[src/rtl/shmac_unit.sv]
module shmac_or_mul #(
  parameter int TRUNC   = 2,
  parameter int OR_COLS = 7
) (
  input  logic [7:0]  x,
  input  logic [7:0]  y,
  output logic [15:0] p
);
  logic [15:0] hi, lo;
  always_comb begin
    hi = '0;
    lo = '0;
    for (int i = 0; i < 8; i++)
      for (int j = 0; j < 8; j++)
        if (i + j >= OR_COLS)
          hi = hi + (16'(x[j] & y[i]) << (i + j));
        else if (i + j >= TRUNC)
          lo[i+j] = lo[i+j] | (x[j] & y[i]);
  end
  assign p = hi + lo;
endmodule

module shmac_nib_mul (
  input  logic [7:0]  x,
  input  logic [7:0]  y,
  output logic [15:0] p
);
  assign p = {x[7:4], 4'b0} * {y[7:4], 4'b0};
endmodule

module shmac_unit #(
  parameter int TRUNC   = 2,
  parameter int OR_COLS = 7,
  parameter int MAX_LEN = 1024,
  parameter int SECV_W  = 16,
  parameter int LEN_W   = $clog2(MAX_LEN + 1),
  parameter int ACC_W   = 16 + 1 + $clog2(MAX_LEN) + 2
) (
  input  logic              clk,
  input  logic              rst_n,
  input  logic              secv_we,
  input  logic [SECV_W-1:0] secv_din,
  input  logic              start,
  input  logic              valid,
  input  logic              last,
  input  logic [7:0]        a,
  input  logic [7:0]        b,
  input  logic [7:0]        c,
  input  logic [7:0]        d,
  output logic [ACC_W-1:0]  acc_out,
  output logic              done,
  output logic [LEN_W-1:0]  step_cnt
);
  localparam int STEP_W = (SECV_W > 16 ? SECV_W : 16) + 2;

  logic [15:0]       m1, m2;
  logic [SECV_W-1:0] secv;
  logic              armed;
  logic [STEP_W-1:0] step;
  logic              take;

  shmac_or_mul #(.TRUNC(TRUNC), .OR_COLS(OR_COLS)) u_m1 (.x(a), .y(b), .p(m1));
  shmac_nib_mul u_m2 (.x(c), .y(d), .p(m2));

  assign step = STEP_W'(m1) + STEP_W'(m2) + STEP_W'(secv);
  assign take = valid && armed && !start;

  always_ff @(posedge clk or negedge rst_n)
    if (!rst_n) secv <= '0;
    else if (secv_we) secv <= secv_din;

  always_ff @(posedge clk or negedge rst_n) begin
    if (!rst_n) begin
      acc_out  <= '0;
      step_cnt <= '0;
      done     <= 1'b0;
      armed    <= 1'b0;
    end else if (start) begin
      acc_out  <= '0;
      step_cnt <= '0;
      done     <= 1'b0;
      armed    <= 1'b1;
    end else if (take) begin
      acc_out  <= acc_out + ACC_W'(step);
      step_cnt <= step_cnt + 1'b1;
      if (last || step_cnt == LEN_W'(MAX_LEN - 1)) begin
        done  <= 1'b1;
        armed <= 1'b0;
      end
    end
  end
endmodule

[config.mk]
export PLATFORM = sky130hd
export DESIGN_NAME = shmac_unit
export DESIGN_NICKNAME = d
export VERILOG_FILES = /design/src/rtl/shmac_unit.sv
export SDC_FILE = /design/constraint.sdc
export NUM_CORES = 1
export LEC_CHECK = 0
export BUFFER_PORTS_ARGS = -buffer_cell sky130_fd_sc_hd__buf_2
export CORE_MARGIN = 10
export CORE_UTILIZATION = 50
export DETAILED_ROUTE_END_ITERATION = 8
export GPL_TIMING_DRIVEN = 0
export PLACE_DENSITY = 0.76
export SYNTH_ARGS = -nofsm -noshare
export SYNTH_HDL_FRONTEND = slang
export SYNTH_SLANG_ARGS = --single-unit
[constraint.sdc]
create_clock -name clk -period 3.15 [get_ports clk]
set_clock_uncertainty 0.05 [all_clocks]
set_input_delay 0.945 -clock clk [delete_from_list [all_inputs] [get_ports clk]]
set_output_delay 0.945 -clock clk [all_outputs]
set_load 0.005 [all_outputs]
# Word level (Yosys, flattened, before mapping)
# Index checks and enable logic that the tools add are counted.
# Widths: inputs -> output; s select.
dict set report totals {
  register_bits 58
  in_bits 54
  elab_cells 145
}
dict set report op_classes {
  n_addsub 40
  multipliers 1
  eq_ne 1
  mux 10
  bitwise 81
  n_reduce_logical 7
}
# operator n
set op_table {}
lappend op_table {{$add 16x16->16} 25}
lappend op_table {{$and 1x1->1} 61}
lappend op_table {{$mux 29} 2}
lappend op_table {{$add 16x13->16} 2}
lappend op_table {{$add 16x14->16} 2}
lappend op_table {{$add 29x18->29} 1}
lappend op_table {{$mux 11} 2}
lappend op_table {{$or 1x1->1} 20}
lappend op_table {{$add 17x16->18} 1}
lappend op_table {{$add 16x16->17} 1}
lappend op_table {{$add 16x10->16} 1}
lappend op_table {{$add 16x11->16} 1}
lappend op_table {{$add 16x12->16} 1}
lappend op_table {{$add 16x15->16} 1}
lappend op_table {{$add 16x7->16} 1}
lappend op_table {{$add 16x8->16} 1}
lappend op_table {{$add 16x9->16} 1}
lappend op_table {{$add 11x1->11 const B} 1}
lappend op_table {{$eq 11x10->1 const B} 1}
lappend op_table {{$mul 4x4->8} 1}
lappend op_table {{$mux 1} 6}
lappend op_table {{$reduce_bool 2->1} 2}
lappend op_table {{$logic_and 1x1->1} 2}
lappend op_table {{$reduce_and 2->1} 1}
lappend op_table {{2 further kinds} 2}

# Depth between registers and ports, before layout
# Gate-level depths: netlist (run 1).
dict set report logic_depth {
  ltp_word 42
  mapped_depth 27
  depth_no_buf 26
}

# Hierarchy
# A second synthesis (run 1) with hierarchy kept.
dict set report hier_totals {
  cells_unflattened 689
  area_unflattened_um2 6154.7
}
# mod instances cells_each area_each_um2
set by_module_without_submodules {}
lappend by_module_without_submodules {shmac_unit 1 496 4424.2}
lappend by_module_without_submodules {shmac_or_mul 1 133 1202.4}
lappend by_module_without_submodules {shmac_nib_mul 1 60 528.0}

# Worst setup path after synthesis (run 1)
# OpenSTA, ideal clock, no wires.
dict set report synth_timing {
  kind {input to register}
  startpoint {input a[4]}
  endpoint {register acc_out[28]}
  setup_ns 0.128
  t_arrival_ns 6.848
  required_time_ns 2.972
  slack_ns -3.875
  path_stages 23
  path_buffers 0
  cell_sequence {and2_1 > fa_1 > fa_1 > fa_1 > fa_1 > ha_1 > fa_1 > a21oi_1 > nor2_1 > nor2_1 > o21bai_1 > a21oi_1 > xnor2_1 > fa_1 > fa_1 > inv_1 > ha_1 > a21o_1 > a211oi_1 > nor2_1 > o2111ai_1 > o21ai_1 > mux2_1}
}
dict set report synth_between {
  elab_chain_cells 37
}
# element line
set synth_lines {}
lappend synth_lines {{from (decl)} 46} ;# input logic [7:0] a,
lappend synth_lines {{$and 1x1->1} 16} ;# hi = hi + (16'(x[j] & y[i]) << (i + j));
lappend synth_lines {{$add 16x16->16 (20 in series)} 16}
lappend synth_lines {{$add 16x13->16} 16}
lappend synth_lines {{$add 16x14->16} 16}
lappend synth_lines {{$add 16x8->16} 16}
lappend synth_lines {{$add 16x9->16} 16}
lappend synth_lines {{$add 16x10->16} 16}
lappend synth_lines {{$add 16x11->16} 16}
lappend synth_lines {{(+2 left out)} n/a}
lappend synth_lines {{$add 16x14->16} 16}
lappend synth_lines {{$add 16x15->16} 16}
lappend synth_lines {{$add 16x7->16 *} 20} ;# assign p = hi + lo;
lappend synth_lines {{$add 16x16->17 *} 65} ;# assign step = STEP_W'(m1) + STEP_W'(m2) + STEP_W'(secv);
lappend synth_lines {{$add 17x16->18 *} 65}
lappend synth_lines {{$add 29x18->29 *} 84} ;# acc_out <= acc_out + ACC_W'(step);
lappend synth_lines {{$mux 29 *} 83} ;# end else if (take) begin
lappend synth_lines {{$mux 29 *} 78} ;# end else if (start) begin
lappend synth_lines {{to (signal assigned)} 84}
lappend synth_lines {{to (decl)} 50} ;# output logic [ACC_W-1:0] acc_out,
# Mark *: on every way between the ends. The rest lies on a longest branch, timed or not. The select of a mux whose other input is x is not followed.
# A chain may end at the register's enable or synchronous reset.

# Worst setup path in the final report (run 1)
dict set report layout_timing {
  startpoint {input b[3]}
  endpoint {register acc_out[21]}
}
dict set report layout_between {
  elab_chain_cells 37
}
# element line
set layout_lines {}
lappend layout_lines {{from (decl)} 47} ;# input logic [7:0] b,
lappend layout_lines {{$and 1x1->1} 16}
lappend layout_lines {{$add 16x16->16 (20 in series)} 16}
lappend layout_lines {{$add 16x13->16} 16}
lappend layout_lines {{$add 16x14->16} 16}
lappend layout_lines {{$add 16x8->16} 16}
lappend layout_lines {{$add 16x9->16} 16}
lappend layout_lines {{$add 16x10->16} 16}
lappend layout_lines {{$add 16x11->16} 16}
lappend layout_lines {{(+2 left out)} n/a}
lappend layout_lines {{$add 16x14->16} 16}
lappend layout_lines {{$add 16x15->16} 16}
lappend layout_lines {{$add 16x7->16 *} 20}
lappend layout_lines {{$add 16x16->17 *} 65}
lappend layout_lines {{$add 17x16->18 *} 65}
lappend layout_lines {{$add 29x18->29 *} 84}
lappend layout_lines {{$mux 29 *} 83}
lappend layout_lines {{$mux 29 *} 78}
# Marked as above.

==> run summary, run 1 <==
CTS Sinks - 58
grt ovf - 0
CTS Buf Count - 9
Leak Pwr - 3.63 nW
status - finished with violations
Synth Area per Inst - 8.94 sq um
post-synthesis cell count - 643
Via-to-Cell Ratio - 5.65
R2R setup slack - -0.43 ns
row cnt - 39
fillers - 895
fmax - 0.147 GHz
Critical Path RT - 3.36 ns
CP startpoint - b[3]
Hold WC Path Type - reg -> reg
core box area - 0.0113 sq mm
CP Max Fanout - 8
met2 GRT Util - 33.7%
GR Util met1 - 23.2%
Max-Slew Margin vs Limit - 50.7%
Setup crit start kind - input pin
die width - 127 um
HP Start - armed
Pins Over Slew Limit - 0
clk buf depth - 2
critical path capture point type - flip-flop
final critical-path share of the clock period - 216%
PD cells - 1170 mW/mm^2
CTS tree - built
diode count - 0
Async S/R FF share, synth - 100%
worst slack at placement - -4.31 ns
first-pass GRT wire length - 26500 um
Most common cell on crit path - fa_1
dpl hpwl - 11800 um
post-route minimum period - 6.81 ns
Syn. warnings - 0
reg2reg start - acc_out[2]
Routed WL per cell - 17.6 um
detailed-route via count - 5117
Crit path largest cell delay - 0.56 ns
fin util - 66.3%
Final ANT Viol Nets - 0
DRC - 0
initial antenna violation count - 0
largest net degree at the start of global routing - 59
Layout Nets - 920
Final Setup Violations - 25
gr usage total - 19.7%
iteration-0 DRC count of the detailed router - 365
area delta synth->final - 30.7%
Cell Area, Synth - 0.00575 sq mm
Final Hold Vio Count - 0
Clock Latency Late Sink - 0.34 ns
share of cells above drive strength 1 - 29.8%
number of global-route vias before repair - 5543
Final Wtd Congestion - 0.892
R2R depth - 13
violated checks - negative setup slack
Initial Utilization - 50.8%
maxcap violations - 0
Chip Height - 127 um
Worst R2R End - acc_out[24]
number of synthesized flops with an enable pin - 0
root buffer cell - clkbuf_16
peak supply drop - 0.000844 V
critical path's slowest cell - fa_1
RSZ-0062 raised after global routing - yes
met3 Use GR - 4.71%
Most used DFF post-synth - dfrtp_1
Reg clk slew, reported paths - 0.05 ns
Worst Setup Slack, final - -3.66 ns
htree depth - 3
WS Path Type - in -> reg
Netlist cell types - 50
flop and latch count out of synthesis - 58
Worst EP arrival - 7.02 ns
Seq/Total Area, Yosys - 25.3%
Initial DRT Pass Iterations - 5
CP cell instances - buf_6, and2_4, fa_1, fa_1, fa_1, fa_1, ha_2, fa_2, a21oi_2, nor2_1, nor2_1, o21bai_1, a21oi_2, xnor2_2, fa_1, fa_1, inv_2, ha_4, nand3_4, or2_4, o211a_4, or3_1, a21oi_1
Worst setup endpoint - acc_out[21]
hold slack - 0.440 ns
Synth Net Count - 805
I/O pin total - 95
final wirelength - 15900 um
Port Buffers - 85
die area - 0.0162 sq mm
worst-margin pin slew - 0.739 ns
global-route layer with the greatest usage - met2
[sequential cells by signal (all words and copies together) (netlist names)]
register  cells
armed         1
step_cnt     11
done          1
secv         16
acc_out      29
[final cells by class]
class	count	area (sq um)	share of cell area (%)
Timing Repair Buffer	104	691	9.20
Tap cell	143	179	2.38
Multi-Input combinational cell	471	4450	59.3
Clock buffer	13	270	3.60
Buffer	12	45.0	0.600
Clock inverter	2	35.0	0.467
Inverter	102	383	5.10
Sequential cell	58	1450	19.3
[Yosys cell counts (all sizes together), types with 4 or more instances]
cell type / n / area [sq um]
ha: 60 / 751
nand2: 61 / 229
and3: 9 / 56.3
mux2: 10 / 113
a211oi: 5 / 37.5
dfrtp: 58 / 1450
nor2: 36 / 138
o2111ai: 4 / 35.0
nand4: 7 / 43.8
o21bai: 7 / 52.6
inv: 102 / 383
nor2b: 8 / 50.1
xor2: 10 / 87.6
a21oi: 42 / 210
xnor2: 15 / 131
fa: 48 / 961
a21o: 8 / 60.1
and2: 42 / 263
clkbuf: 10 / 37.5
o21ai: 27 / 135
a22oi: 5 / 37.5
or3: 7 / 43.8
nand3: 17 / 85.1
[metrics by stage]
| step | power [mW] | setup TNS (ns) | cells | area, sq um |
|---|---|---|---|---|
| final | 8.75 | -68.74 | 905 | 7510 |
| after global placement | 5.73 | -80.25 | 871 | 6580 |
| after floorplan | 4.80 | -67.22 | 643 | 5970 |
| after detailed placement | 5.84 | -82.62 | 871 | 6580 |
| after global routing | 9.39 | -74.18 | 905 | 7510 |
| after CTS | 8.24 | -68.36 | 902 | 7340 |
[worst min path at each step]
stage               endpoint  slack [ns]  cells after the start
floorplan              armed        0.41                      2
global placement       armed        0.43                      2
detailed placement     armed        0.43                      2
CTS                    armed        0.44                      2
global route           armed        0.47                      2
finish                 armed        0.44                      2
[power breakdown]
part	internal, mW	switching [mW]	leakage (nW)
sequential	0.830	0.0643	0.765
clock	0.670	0.331	0.152
combinational	3.28	3.57	2.72
total	4.78	3.96	3.63
[logic make-up (layout without fill, tap and decap cells)]
logic type	Yosys count	in the layout	share of synthesized area, %
xor gates and xnor gates	25	25	3.81
and+or+nand+nor	200	200	17.4
buffers and inverters	115	233	7.51
AOI/OAI and AO/OA	126	127	14.1
DFF	58	58	25.3
adders and majority gates	108	108	29.8
muxes	11	11	2.13
[critical path, delay by kind of cell]
family                     cells  cell delay (ns)
AOI/OAI and AO/OA              5             0.83
buffers and inverters          2             0.18
and+or+nand+nor                6             1.07
adders and majority gates      9             3.86
xor gates and xnor gates       1             0.12
[timing repair]
item,CTS,global route
setup buffers,16,4
endpoints found under the setup margin,26,26
resized for setup,90,28
hold buffers,0,0
pin swaps,53,22
cloned,1,0
[per-layer routing]
| layer | vias to the layer above | wire length [um] |
|---|---|---|
| met3 | 32 | 1000 |
| li1 | 2379 | - |
| met5 | - | 0 |
| met4 | 0 | 373 |
| met1 | 2491 | 6430 |
| met2 | 215 | 8120 |
[layout by cell type (no fill, tap or decap), types with 15 or more instances in the layout]
cell type | synthesis | layout
nand3_1 | 17 | 16
dfrtp_1 | 58 | 58
nor2_1 | 35 | 28
ha_4 | 0 | 15
ha_1 | 60 | 44
inv_1 | 102 | 89
fa_1 | 48 | 44
buf_2 | 0 | 70
nand2_1 | 61 | 57
and2_1 | 42 | 29
buf_4 | 0 | 19
a21oi_1 | 42 | 29
No activity file was read; power rests on OpenSTA's default activity.
==> inputs of run 2 (changes only) <==
PLACE_DENSITY = 0.75   (was 0.76)
SYNTH_HIERARCHICAL = 1   (was unset)
==> run 2 against run 1 <==
The flow still finishes with violations (negative setup slack); wire length up 3.4%; critical path depth up 2; die area rose by 6.0%; first-iteration DRC count is 18% higher; sequential power rose by 4.2%; cell count grew 6.9%; flip-flop and latch count did not move; worst setup slack worse by 0.0063 ns; count of clock-buffer cells in the layout shrank 4; clock power grew 8%; non-clock buffer count is 16 higher; critical path type unchanged.
==> run summary, run 2 <==
Netlist cell types - 64
Largest register FFs - 29
peak supply drop - 0.000925 V
WS Path Type - in -> reg
htree depth - 3
top cells by area, synth - dfrtp_1, fa_1, ha_1
Tot Pwr - 9.94 mW
root buffer cell - clkbuf_16
Initial Utilization - 51.2%
reg2reg start - acc_out[1]
iteration-0 DRC count of the detailed router - 432
Largest regs - acc_out: 29 flops, secv: 16 flops, step_cnt: 11 flops
count leader, synth - inv_1
Async S/R FF share, synth - 100%
Most used DFF post-synth - dfrtp_1
gr usage total - 19.4%
maxcap violations - 0
Final Wtd Congestion - 0.839
I/O pin total - 95
Critical Path RT - 3.32 ns
R2R depth - 12
Final ANT Viol Nets - 0
Layout Nets - 979
Max-Slew Margin vs Limit - 48.4%
Worst R2R End - acc_out[25]
post-synthesis cell count - 689
hold endpoint - done
CTS Sinks - 58
die width - 131 um
row cnt - 40
status - finished with violations
worst-margin pin slew - 0.773 ns
grt ovf - 0
Synth top area share - 23.6%
initial antenna violation count - 0
area delta synth->final - 28.2%
first-pass GRT wire length - 26600 um
Setup crit start kind - input pin
R2R setup slack - -0.55 ns
detailed-route via count - 5393
CTS tree - built
diode count - 0
worst slack at placement - -4.17 ns
final critical-path share of the clock period - 216%
DRC - 0
number of global-route vias before repair - 5629
Cell Area, Synth - 0.00615 sq mm
Synth Area per Inst - 8.93 sq um
Top reg by flops - acc_out
Chip Height - 131 um
Via-to-Cell Ratio - 5.58
critical path capture point type - flip-flop
CTS Buf Count - 9
Port Buffers - 85
fillers - 942
Syn. warnings - 6
number of synthesized flops with an enable pin - 0
flop and latch count out of synthesis - 58
violated checks - negative setup slack
share of cells above drive strength 1 - 29.4%
core box area - 0.0120 sq mm
Worst EP arrival - 6.99 ns
Leak Pwr - 3.90 nW
Synth area leader - dfrtp_1
CTS hold repair buffers - 0
Seq/Total Area, Yosys - 23.6%
Post-synth top cells - inv_1, nand2_1, dfrtp_1
Worst Setup Slack, final - -3.67 ns
fin util - 65.7%
dpl hpwl - 12100 um
PD cells - 1260 mW/mm^2
Initial DRT Pass Iterations - 5
CP Max Fanout - 8
clk buf depth - 2
register area - 0.00145 sq mm
Hold WC Path Type - reg -> reg
die area - 0.0171 sq mm
largest net degree at the start of global routing - 59
Clock Latency Late Sink - 0.34 ns
final wirelength - 16500 um
commonest cells after routing, fill and taps aside - inv_1, buf_2, nand2_1, dfrtp_1, fa_1
fmax - 0.147 GHz
most common cell after layout, fill and taps aside - inv_1
RSZ-0062 raised after global routing - yes
Multi-input gate area - 0.00461 sq mm
Hold Path Stages - 1
post-route minimum period - 6.82 ns
Routed WL per cell - 17.0 um
Pins Over Slew Limit - 0
Final Setup Violations - 27
Final Hold Vio Count - 0
Reg clk slew, reported paths - 0.06 ns
HP Start - done
-- run 2: metrics by stage --
stage	TNS (ns)	cell area, sq um	hold WS, ns	instances
2_1_floorplan	-68.72	6500	0.437	697
3_3_place_gp	-76.70	7110	0.420	929
3_5_place_dp	-78.96	7110	0.432	929
4_1_cts	-67.87	7730	0.446	960
5_1_grt	-74.31	7890	0.470	967
6_report	-69.35	7890	0.446	967
-- run 2: cell families (layout without fill, tap and decap cells) --
family | count (synthesis) | in the layout | share of synthesized area, %
AND/OR/NAND/NOR | 206 | 206 | 16.5
buffers and inverters | 144 | 267 | 9.45
other | 2 | 10 | 0.122
XOR/XNOR | 27 | 27 | 3.84
flip-flops | 58 | 58 | 23.6
adder cells (fa/ha/maj) | 110 | 110 | 29.3
multiplexers | 11 | 11 | 2.03
AO/OA/AOI/OAI | 131 | 131 | 15.2
-- run 2: layout make-up --
cell class	count	share of cell area (%)
Multi-Input combinational cell	495	58.4
Sequential cell	58	18.4
Timing Repair Buffer	107	8.82
Inverter	119	5.66
Clock buffer	9	2.85
Tap cell	147	2.33
Buffer	25	2.19
Clock inverter	7	1.32
-- run 2: worst max-delay path by stage --
stage                  end  startpoint  cells after the start
2_1_floorplan  acc_out[22]        a[2]                     25
3_3_place_gp   acc_out[20]        a[6]                     25
3_5_place_dp   acc_out[22]        b[6]                     25
4_1_cts        acc_out[22]        b[5]                     24
5_1_grt        acc_out[20]        a[7]                     25
6_report       acc_out[25]        a[7]                     25
-- run 2: repair_timing --
| action | in CTS | in global routing |
|---|---|---|
| buffers inserted | 15 | 7 |
| setup endpoints to repair | 27 | 27 |
| resized for setup | 51 | 23 |
| pin swaps | 39 | 21 |
-- run 2: critical path, cell delays in order --
cell,delay (ns)
buf_8,0.11
and2_4,0.15
fa_1,0.49
fa_1,0.51
fa_1,0.49
inv_1,0.05
fa_1,0.51
inv_2,0.05
ha_4,0.16
fa_2,0.36
a211oi_2,0.19
o21bai_1,0.11
a21oi_2,0.17
xnor2_2,0.13
inv_2,0.07
fa_1,0.44
fa_1,0.50
inv_2,0.05
ha_4,0.23
buf_4,0.13
buf_6,0.11
a21o_1,0.21
a31oi_4,0.36
o32ai_4,0.14
mux2_4,0.31
-- run 2: power breakdown --
part	total (mW)	leakage, nW	internal [mW]	switching [mW]
Combinational	7.92	2.98	3.65	4.27
Sequential	0.933	0.764	0.851	0.0823
Clock	1.08	0.160	0.698	0.385
-- run 2: per-layer routing --
layer,up-vias,routed length [um],part of all wire [%],GRT usage [%]
met1,2655,6560,40,22.9
met3,31,1030,6.3,5.00
met2,192,8540,52,33.5
met4,0,344,2.1,6.54
li1,2515,-,-,-
met5,-,0,0,0
